## src/rtl/dma_regs_pkg.sv

```systemverilog
package dma_regs_pkg;
  localparam int unsigned OFS_MASK = 10;
  localparam int unsigned OFS_MODE = 11;
  localparam int unsigned OFS_CLR  = 12;

  function automatic logic mode_is_auto(input logic [7:0] m);
    return m[4];
  endfunction

  function automatic logic mode_is_cascade(input logic [7:0] m);
    return (m[7:6] == 2'b11);
  endfunction
endpackage

```

## src/rtl/dma_byte_ptr.sv

```systemverilog
module dma_byte_ptr (
  input  logic clk,
  input  logic rst,
  input  logic clr,
  input  logic step,
  output logic hi
);
  always_ff @(posedge clk) begin
    if (rst || clr) hi <= 1'b0;
    else if (step)  hi <= ~hi;
  end
endmodule

```

## src/rtl/dma_chan_slot.sv

```systemverilog
module dma_chan_slot #(
  parameter int DW = 8,
  parameter int AW = 16
) (
  input  logic          clk,
  input  logic          rst,
  input  logic          wr_addr,
  input  logic          wr_cnt,
  input  logic          wr_hi,
  input  logic          wr_mode,
  input  logic          wr_page,
  input  logic [DW-1:0] wdata,
  output logic [AW-1:0] base_addr,
  output logic [AW-1:0] base_cnt,
  output logic [DW-1:0] mode,
  output logic [DW-1:0] page,
  output logic          ld_addr,
  output logic          ld_cnt
);
  always_ff @(posedge clk) begin
    if (rst) begin
      base_addr <= '0;
      base_cnt  <= '0;
      mode      <= '0;
      page      <= '0;
      ld_addr   <= 1'b0;
      ld_cnt    <= 1'b0;
    end else begin
      ld_addr <= wr_addr;
      ld_cnt  <= wr_cnt;
      if (wr_addr) begin
        if (wr_hi) base_addr[AW-1:DW] <= wdata;
        else       base_addr[DW-1:0]  <= wdata;
      end
      if (wr_cnt) begin
        if (wr_hi) base_cnt[AW-1:DW] <= wdata;
        else       base_cnt[DW-1:0]  <= wdata;
      end
      if (wr_mode) mode <= wdata;
      if (wr_page) page <= wdata;
    end
  end
endmodule

```

## src/rtl/dma_rd_mux.sv

```systemverilog
module dma_rd_mux #(
  parameter int NCH = 4,
  parameter int DW  = 8,
  parameter int AW  = 16,
  localparam int CW = $clog2(NCH)
) (
  input  logic [NCH*AW-1:0] cur_addr,
  input  logic [NCH*AW-1:0] cur_cnt,
  input  logic [NCH*DW-1:0] page,
  input  logic [CW-1:0]     ch,
  input  logic              is_cnt,
  input  logic              hi,
  input  logic              sel_port,
  input  logic              sel_page,
  output logic [DW-1:0]     rbyte
);
  logic [AW-1:0] word;
  always_comb begin
    word  = is_cnt ? cur_cnt[ch*AW +: AW] : cur_addr[ch*AW +: AW];
    rbyte = '0;
    if (sel_page)      rbyte = page[ch*DW +: DW];
    else if (sel_port) rbyte = hi ? word[AW-1:DW] : word[DW-1:0];
  end
endmodule

```

## src/rtl/dma_chan_regfile.sv

```systemverilog
module dma_chan_regfile
  import dma_regs_pkg::*;
#(
  parameter int NCH = 4,
  parameter int DW  = 8,
  parameter int AW  = 16,
  parameter int OW  = 4
) (
  input  logic              clk,
  input  logic              rst,
  input  logic              cs,
  input  logic              pg_sel,
  input  logic [OW-1:0]     addr,
  input  logic              wr_en,
  input  logic              rd_en,
  input  logic [DW-1:0]     wdata,
  output logic [DW-1:0]     rdata,
  input  logic [NCH*AW-1:0] cur_addr,
  input  logic [NCH*AW-1:0] cur_cnt,
  output logic [NCH*AW-1:0] base_addr,
  output logic [NCH*AW-1:0] base_cnt,
  output logic [NCH*DW-1:0] page,
  output logic [NCH*DW-1:0] mode,
  output logic [NCH-1:0]    chan_mask,
  output logic [NCH-1:0]    auto_init,
  output logic [NCH-1:0]    cascade,
  output logic [NCH-1:0]    load_addr,
  output logic [NCH-1:0]    load_cnt
);
  localparam int CW    = $clog2(NCH);
  localparam int NPORT = 2 * NCH;

  logic          ptr_hi;
  logic          do_wr, do_rd;
  logic          sel_port, sel_page;
  logic [CW-1:0] port_ch, page_ch;
  logic          port_cnt;
  logic          wr_port, wr_mask, wr_mode, wr_clr, wr_page;
  logic [DW-1:0] rbyte;

  assign do_wr    = wr_en;
  assign do_rd    = rd_en && !wr_en;
  assign sel_port = cs && (int'(addr) < NPORT);
  assign sel_page = pg_sel && !cs;
  assign port_ch  = addr[CW:1];
  assign port_cnt = addr[0];
  assign page_ch  = addr[CW-1:0];
  assign wr_port  = sel_port && do_wr;
  assign wr_mask  = cs && do_wr && (int'(addr) == OFS_MASK);
  assign wr_mode  = cs && do_wr && (int'(addr) == OFS_MODE);
  assign wr_clr   = cs && do_wr && (int'(addr) == OFS_CLR);
  assign wr_page  = sel_page && do_wr;

  dma_byte_ptr u_ptr (
    .clk  (clk),
    .rst  (rst),
    .clr  (wr_clr),
    .step (sel_port && (do_wr || do_rd)),
    .hi   (ptr_hi)
  );

  for (genvar i = 0; i < NCH; i++) begin : g_slot
    logic [DW-1:0] m;
    dma_chan_slot #(.DW(DW), .AW(AW)) u_slot (
      .clk       (clk),
      .rst       (rst),
      .wr_addr   (wr_port && !port_cnt && (port_ch == CW'(i))),
      .wr_cnt    (wr_port &&  port_cnt && (port_ch == CW'(i))),
      .wr_hi     (ptr_hi),
      .wr_mode   (wr_mode && (wdata[CW-1:0] == CW'(i))),
      .wr_page   (wr_page && (page_ch == CW'(i))),
      .wdata     (wdata),
      .base_addr (base_addr[i*AW +: AW]),
      .base_cnt  (base_cnt[i*AW +: AW]),
      .mode      (m),
      .page      (page[i*DW +: DW]),
      .ld_addr   (load_addr[i]),
      .ld_cnt    (load_cnt[i])
    );
    assign mode[i*DW +: DW] = m;
    assign auto_init[i]     = mode_is_auto(m);
    assign cascade[i]       = mode_is_cascade(m);
  end

  always_ff @(posedge clk) begin
    if (rst) chan_mask <= '1;
    else if (wr_mask) chan_mask[wdata[CW-1:0]] <= wdata[2];
  end

  dma_rd_mux #(.NCH(NCH), .DW(DW), .AW(AW)) u_mux (
    .cur_addr (cur_addr),
    .cur_cnt  (cur_cnt),
    .page     (page),
    .ch       (sel_page ? page_ch : port_ch),
    .is_cnt   (port_cnt),
    .hi       (ptr_hi),
    .sel_port (sel_port),
    .sel_page (sel_page),
    .rbyte    (rbyte)
  );

  always_ff @(posedge clk) begin
    if (rst)        rdata <= '0;
    else if (do_rd && (cs || sel_page)) rdata <= rbyte;
  end
endmodule

```

## config.mk

```make
export PLATFORM = sky130hd
export DESIGN_NAME = dma_chan_regfile
export DESIGN_NICKNAME = d
export VERILOG_FILES = /design/src/rtl/dma_regs_pkg.sv /design/src/rtl/dma_byte_ptr.sv /design/src/rtl/dma_chan_slot.sv /design/src/rtl/dma_rd_mux.sv /design/src/rtl/dma_chan_regfile.sv
export SDC_FILE = /design/constraint.sdc
export NUM_CORES = 1
export LEC_CHECK = 0
export ABC_AREA = 0
export BUFFER_PORTS_ARGS = -buffer_cell sky130_fd_sc_hd__buf_4
export CAP_MARGIN = 20
export CORE_MARGIN = 2
export CORE_UTILIZATION = 50
export CTS_BUF_LIST = sky130_fd_sc_hd__clkbuf_4 sky130_fd_sc_hd__clkbuf_8
export CTS_CLUSTER_DIAMETER = 120
export CTS_CLUSTER_SIZE = 25
export DETAILED_ROUTE_END_ITERATION = 10
export MAX_ROUTING_LAYER = met4
export PLACE_DENSITY = 0.81
export SYNTH_ARGS = -nofsm -noshare
export SYNTH_HDL_FRONTEND = slang
export SYNTH_SLANG_ARGS = --single-unit
```

## constraint.sdc

```tcl
create_clock -name clk -period 2.1 [get_ports clk]
set_input_delay 0.42 -clock clk [delete_from_list [all_inputs] [get_ports clk]]
set_output_delay 0.42 -clock clk [all_outputs]
set_load 0.02 [all_outputs]
```

==> metrics.md <==
| Metric | Value |
|---|---|
| Outcome | finished clean |
| Die area | 0.0202 mm2 |
| Tightest Pin Transition | roughly 570 ps |
| Highest cell delay on the worst timing path | ~730 ps |
| Most used flip-flop cell after synthesis | sky130_fd_sc_hd__dfxtp_1 |
| DR pass1 iterations | 6 |
| List of most frequent post-synthesis cells | sky130_fd_sc_hd__dfxtp_1 (213), sky130_fd_sc_hd__nor2_1 (211), sky130_fd_sc_hd__mux2i_1 (191) |
| Clock Sink Count | between 200 and 250 |
| IO Port Bufs | around 370 |
| Share of layout cells above drive strength 1 | a little over a third |
| Width of the die | around 140 um |
| Fraction of the yosys area taken by sequential cells | roughly 45% |
| Post-CTS Repair Setup Buffers | 0 |
| DR DRC count | 0 |
| YS warnings | 0 |
| Routed via count divided by cell count | approximately 5.6 |
| Total setup violations reported at the end of the flow | 0 |
| Max_cap viols | 0 |
| Placeable core area | 0.0187 mm2 |
| Path class of the lowest-slack min-delay path | in2reg |
| Total number of vias | 8,806 |
| IO Count | about 370 |
| RSZ-0062 raised after global routing | no |
| Cell area reported after detailed placement | 0.0125 mm2 |
| CTS tree | built |
| CTS H-tree lvls | 1 |
| Synth-to-layout area growth | 33.1% |
| Power density cells | 542 mW/mm2 |
| Max-Slew Margin vs Limit | about 62% |
| Cell count after placement | between 1,500 and 2,000 |
| Via count of the first global-routing pass | 8,693 |
| Maximum clock path buffer count | 3 |
| First-pass GRT wire length | between 40,000 and 50,000 um |
| Reg clk slew, reported paths | 150 ps |
| Violation count after the first detailed-routing iteration | 472 |
| ANT nets after route | 0 |
| Data arrival time at the worst-slack endpoint | 2120 ps |
| Post-Syn Instances | 992 |
| Cell-by-cell trace of the critical path | nand2_1, mux2i_1, nor2_1 |
| Slew Viols, Final | 0 |
| Post-route setup TNS | 0 ps |
| Cells taking the most area after synthesis | sky130_fd_sc_hd__dfxtp_1 (45%), sky130_fd_sc_hd__mux2i_1 (20%), sky130_fd_sc_hd__nor2_1 (8.3%) |
| Post-synthesis instance area | between 0.009 and 0.01 mm2 |
| Cts bufs inserted | 12 |
| Antenna violations before repair | 1 |
| Global placer's final weighted congestion | ~0.97 |
| Crit path max fanout | 22 |
| Post-synthesis async set-or-reset flop share | 0% |
| # fillers | about 1,500 |
| Number of placement rows | 50 |
| Achievable frequency | between 0.5 and 0.6 GHz |
| Synthesized area divided by synthesized cell count | ~9.6 um2 |
| Clock root buffer master | sky130_fd_sc_hd__clkbuf_8 |
| Most area-hungry cell type in the Yosys netlist | sky130_fd_sc_hd__dfxtp_1 |
| Post-route standard cell area excluding fillers | about 0.013 mm2 |
| CP startpoint kind | register |
| Distinct cell type count after synthesis | 70 |
| Number of synthesized register bits | around 210 |
| Final period demand of the worst path | 1740 ps |
| Leakage dissipation | roughly 6.0 nW |
| Number of nets at the end of the flow | approximately 1,500 |
| Latest clock arrival within the worst-skew pair | 510 ps |
| Utilization after layout | between 60% and 70% |
| Most common cell in the synthesized netlist | sky130_fd_sc_hd__dfxtp_1 |
| Net count after synthesis | between 1,000 and 1,500 |
| Largest net degree at the start of global routing | ~110 |
| Routed length per placed instance | just over 20 um |
| Data required time at the worst endpoint | 2490 ps |
| Worst IR drop on VDD | about 0.75 mV |
| Remaining global-route overflow | 0 |
| Library cell contributing the largest single delay on the critical path | sky130_fd_sc_hd__dfxtp_2 |
| GRT Resource Usage Total | roughly a third |
| Post-synth top area share | about 45% |
| Number of buffer and inverter stages on the critical path | 0 |
| Count of endpoints failing hold in the final timing report | 0 |
| Vertical extent of the die | between 100 and 150 um |
| Drt total wl | 32,500 um |
| DP HPWL | between 20,000 and 25,000 um |
| Post-layout instance count excluding filler cells | between 1,500 and 2,000 |
| Setup clock skew after layout | ~33 ps |
| Kind of cell adding the most delay to the critical path | flip-flops |
| Path type of the worst setup path | reg2reg |
| Initial Utilization | 51.1% |
| Number of flops mapped to enable cells by yosys | 0 |
| Portion of the clock cycle consumed by the worst path in the final layout | around 83% |
| Kind of end point of the critical path | register |
| CTS Hold Buffers Added | 0 |
| Total of cells resized after clock tree synthesis | 0 |
| Post-layout total power | 6.89 mW |
-- power breakdown --
| group | total [mW] | internal [mW] | switching [mW] |
|---|---|---|---|
| sequential | 4.10 | 4.07 | 0.0328 |
| clock | 1.80 | 0.583 | 1.22 |
| combinational | 0.980 | 0.438 | 0.542 |
| total | 6.89 | 5.09 | 1.80 |
-- registers in the layout, summed over array words and instances (netlist names) --
register and cells:
g_slot.u_slot.page 32, g_slot.u_slot.base_addr 64, chan_mask 4, g_slot.u_slot.ld_addr 4
g_slot.u_slot.ld_cnt 4, rdata 8, g_slot.u_slot.mode 32, u_ptr.hi 1
g_slot.u_slot.base_cnt 64
-- worst paths after layout --
path / slack, ps / depth (start not counted) / from / endpoint
worst min register to register: 490 / 1 / g_slot[1].u_slot.mode[1] / g_slot[1].u_slot.mode[1]
worst max register to register: 360 / 3 / u_ptr.hi / g_slot[3].u_slot.base_cnt[10]
worst max-delay path: 360 / 3 / u_ptr.hi / g_slot[3].u_slot.base_cnt[10]
worst min-delay path: 260 / 5 / cur_cnt[60] / rdata[4]
-- per-layer routing --
layer,share of wire [%],up-vias,track usage (%)
met5,0,-,-
met4,4.7,0,15.6
met3,9.3,97,8.18
met2,50,420,53.7
met1,36,4184,34.1
li1,-,4105,-
-- through the flow --
step                hold slack, ps  worst slack, ps
floorplan                      544              358
global placement               452             88.3
detailed placement             463             56.6
CTS                            239              372
global route                   278              231
finish                         256              360
-- cells by family after synthesis --
logic type | synth area share, %
simple gates | 18.1
flops | 44.7
mux | 22.1
compound gates | 9.51
buf+inv | 5.53
xor+xnor | 0.0917
-- worst min-delay path, delay by kind of cell --
family                 cells  cell delay, ps
and+or+nand+nor            2             120
AOI/OAI and AO/OA          2             130
buffers and inverters      1              80
-- placed cells by master, fill, tap and decap left out, types with 4 or more instances in the layout --
cell type,netlist,routed
sky130_fd_sc_hd__a211oi_1,5,5
sky130_fd_sc_hd__a21oi_1,30,30
sky130_fd_sc_hd__a221oi_1,5,5
sky130_fd_sc_hd__a22oi_1,26,26
sky130_fd_sc_hd__and2_1,4,4
sky130_fd_sc_hd__and3_1,5,5
sky130_fd_sc_hd__buf_12,0,7
sky130_fd_sc_hd__buf_4,24,404
sky130_fd_sc_hd__clkbuf_8,0,13
sky130_fd_sc_hd__dfxtp_1,213,212
sky130_fd_sc_hd__mux2i_1,191,191
sky130_fd_sc_hd__mux4_2,8,8
sky130_fd_sc_hd__nand2_1,56,56
sky130_fd_sc_hd__nand2b_1,4,4
sky130_fd_sc_hd__nand3_1,10,10
sky130_fd_sc_hd__nand3_2,4,4
sky130_fd_sc_hd__nor2_1,211,211
sky130_fd_sc_hd__nor2_4,5,5
sky130_fd_sc_hd__nor2_8,4,4
sky130_fd_sc_hd__nor2b_1,8,8
sky130_fd_sc_hd__nor3_1,11,11
sky130_fd_sc_hd__o211ai_1,4,4
sky130_fd_sc_hd__o21ai_0,13,13
sky130_fd_sc_hd__o221ai_1,8,8
sky130_fd_sc_hd__o22ai_1,10,10
-- final cells by class --
type	instances	area [um2]	share of cell area (%)
multi-input combinational	687	4760	37.4
clock inverter	2	17.5	0.138
antenna	1	2.50	0.0197
inverter	4	15.0	0.118
clock buffer	13	179	1.41
tap	234	293	2.30
timing repair buffer	412	3180	25.0
sequential	213	4270	33.5
Note: power is estimated with default switching activity, not from simulation.
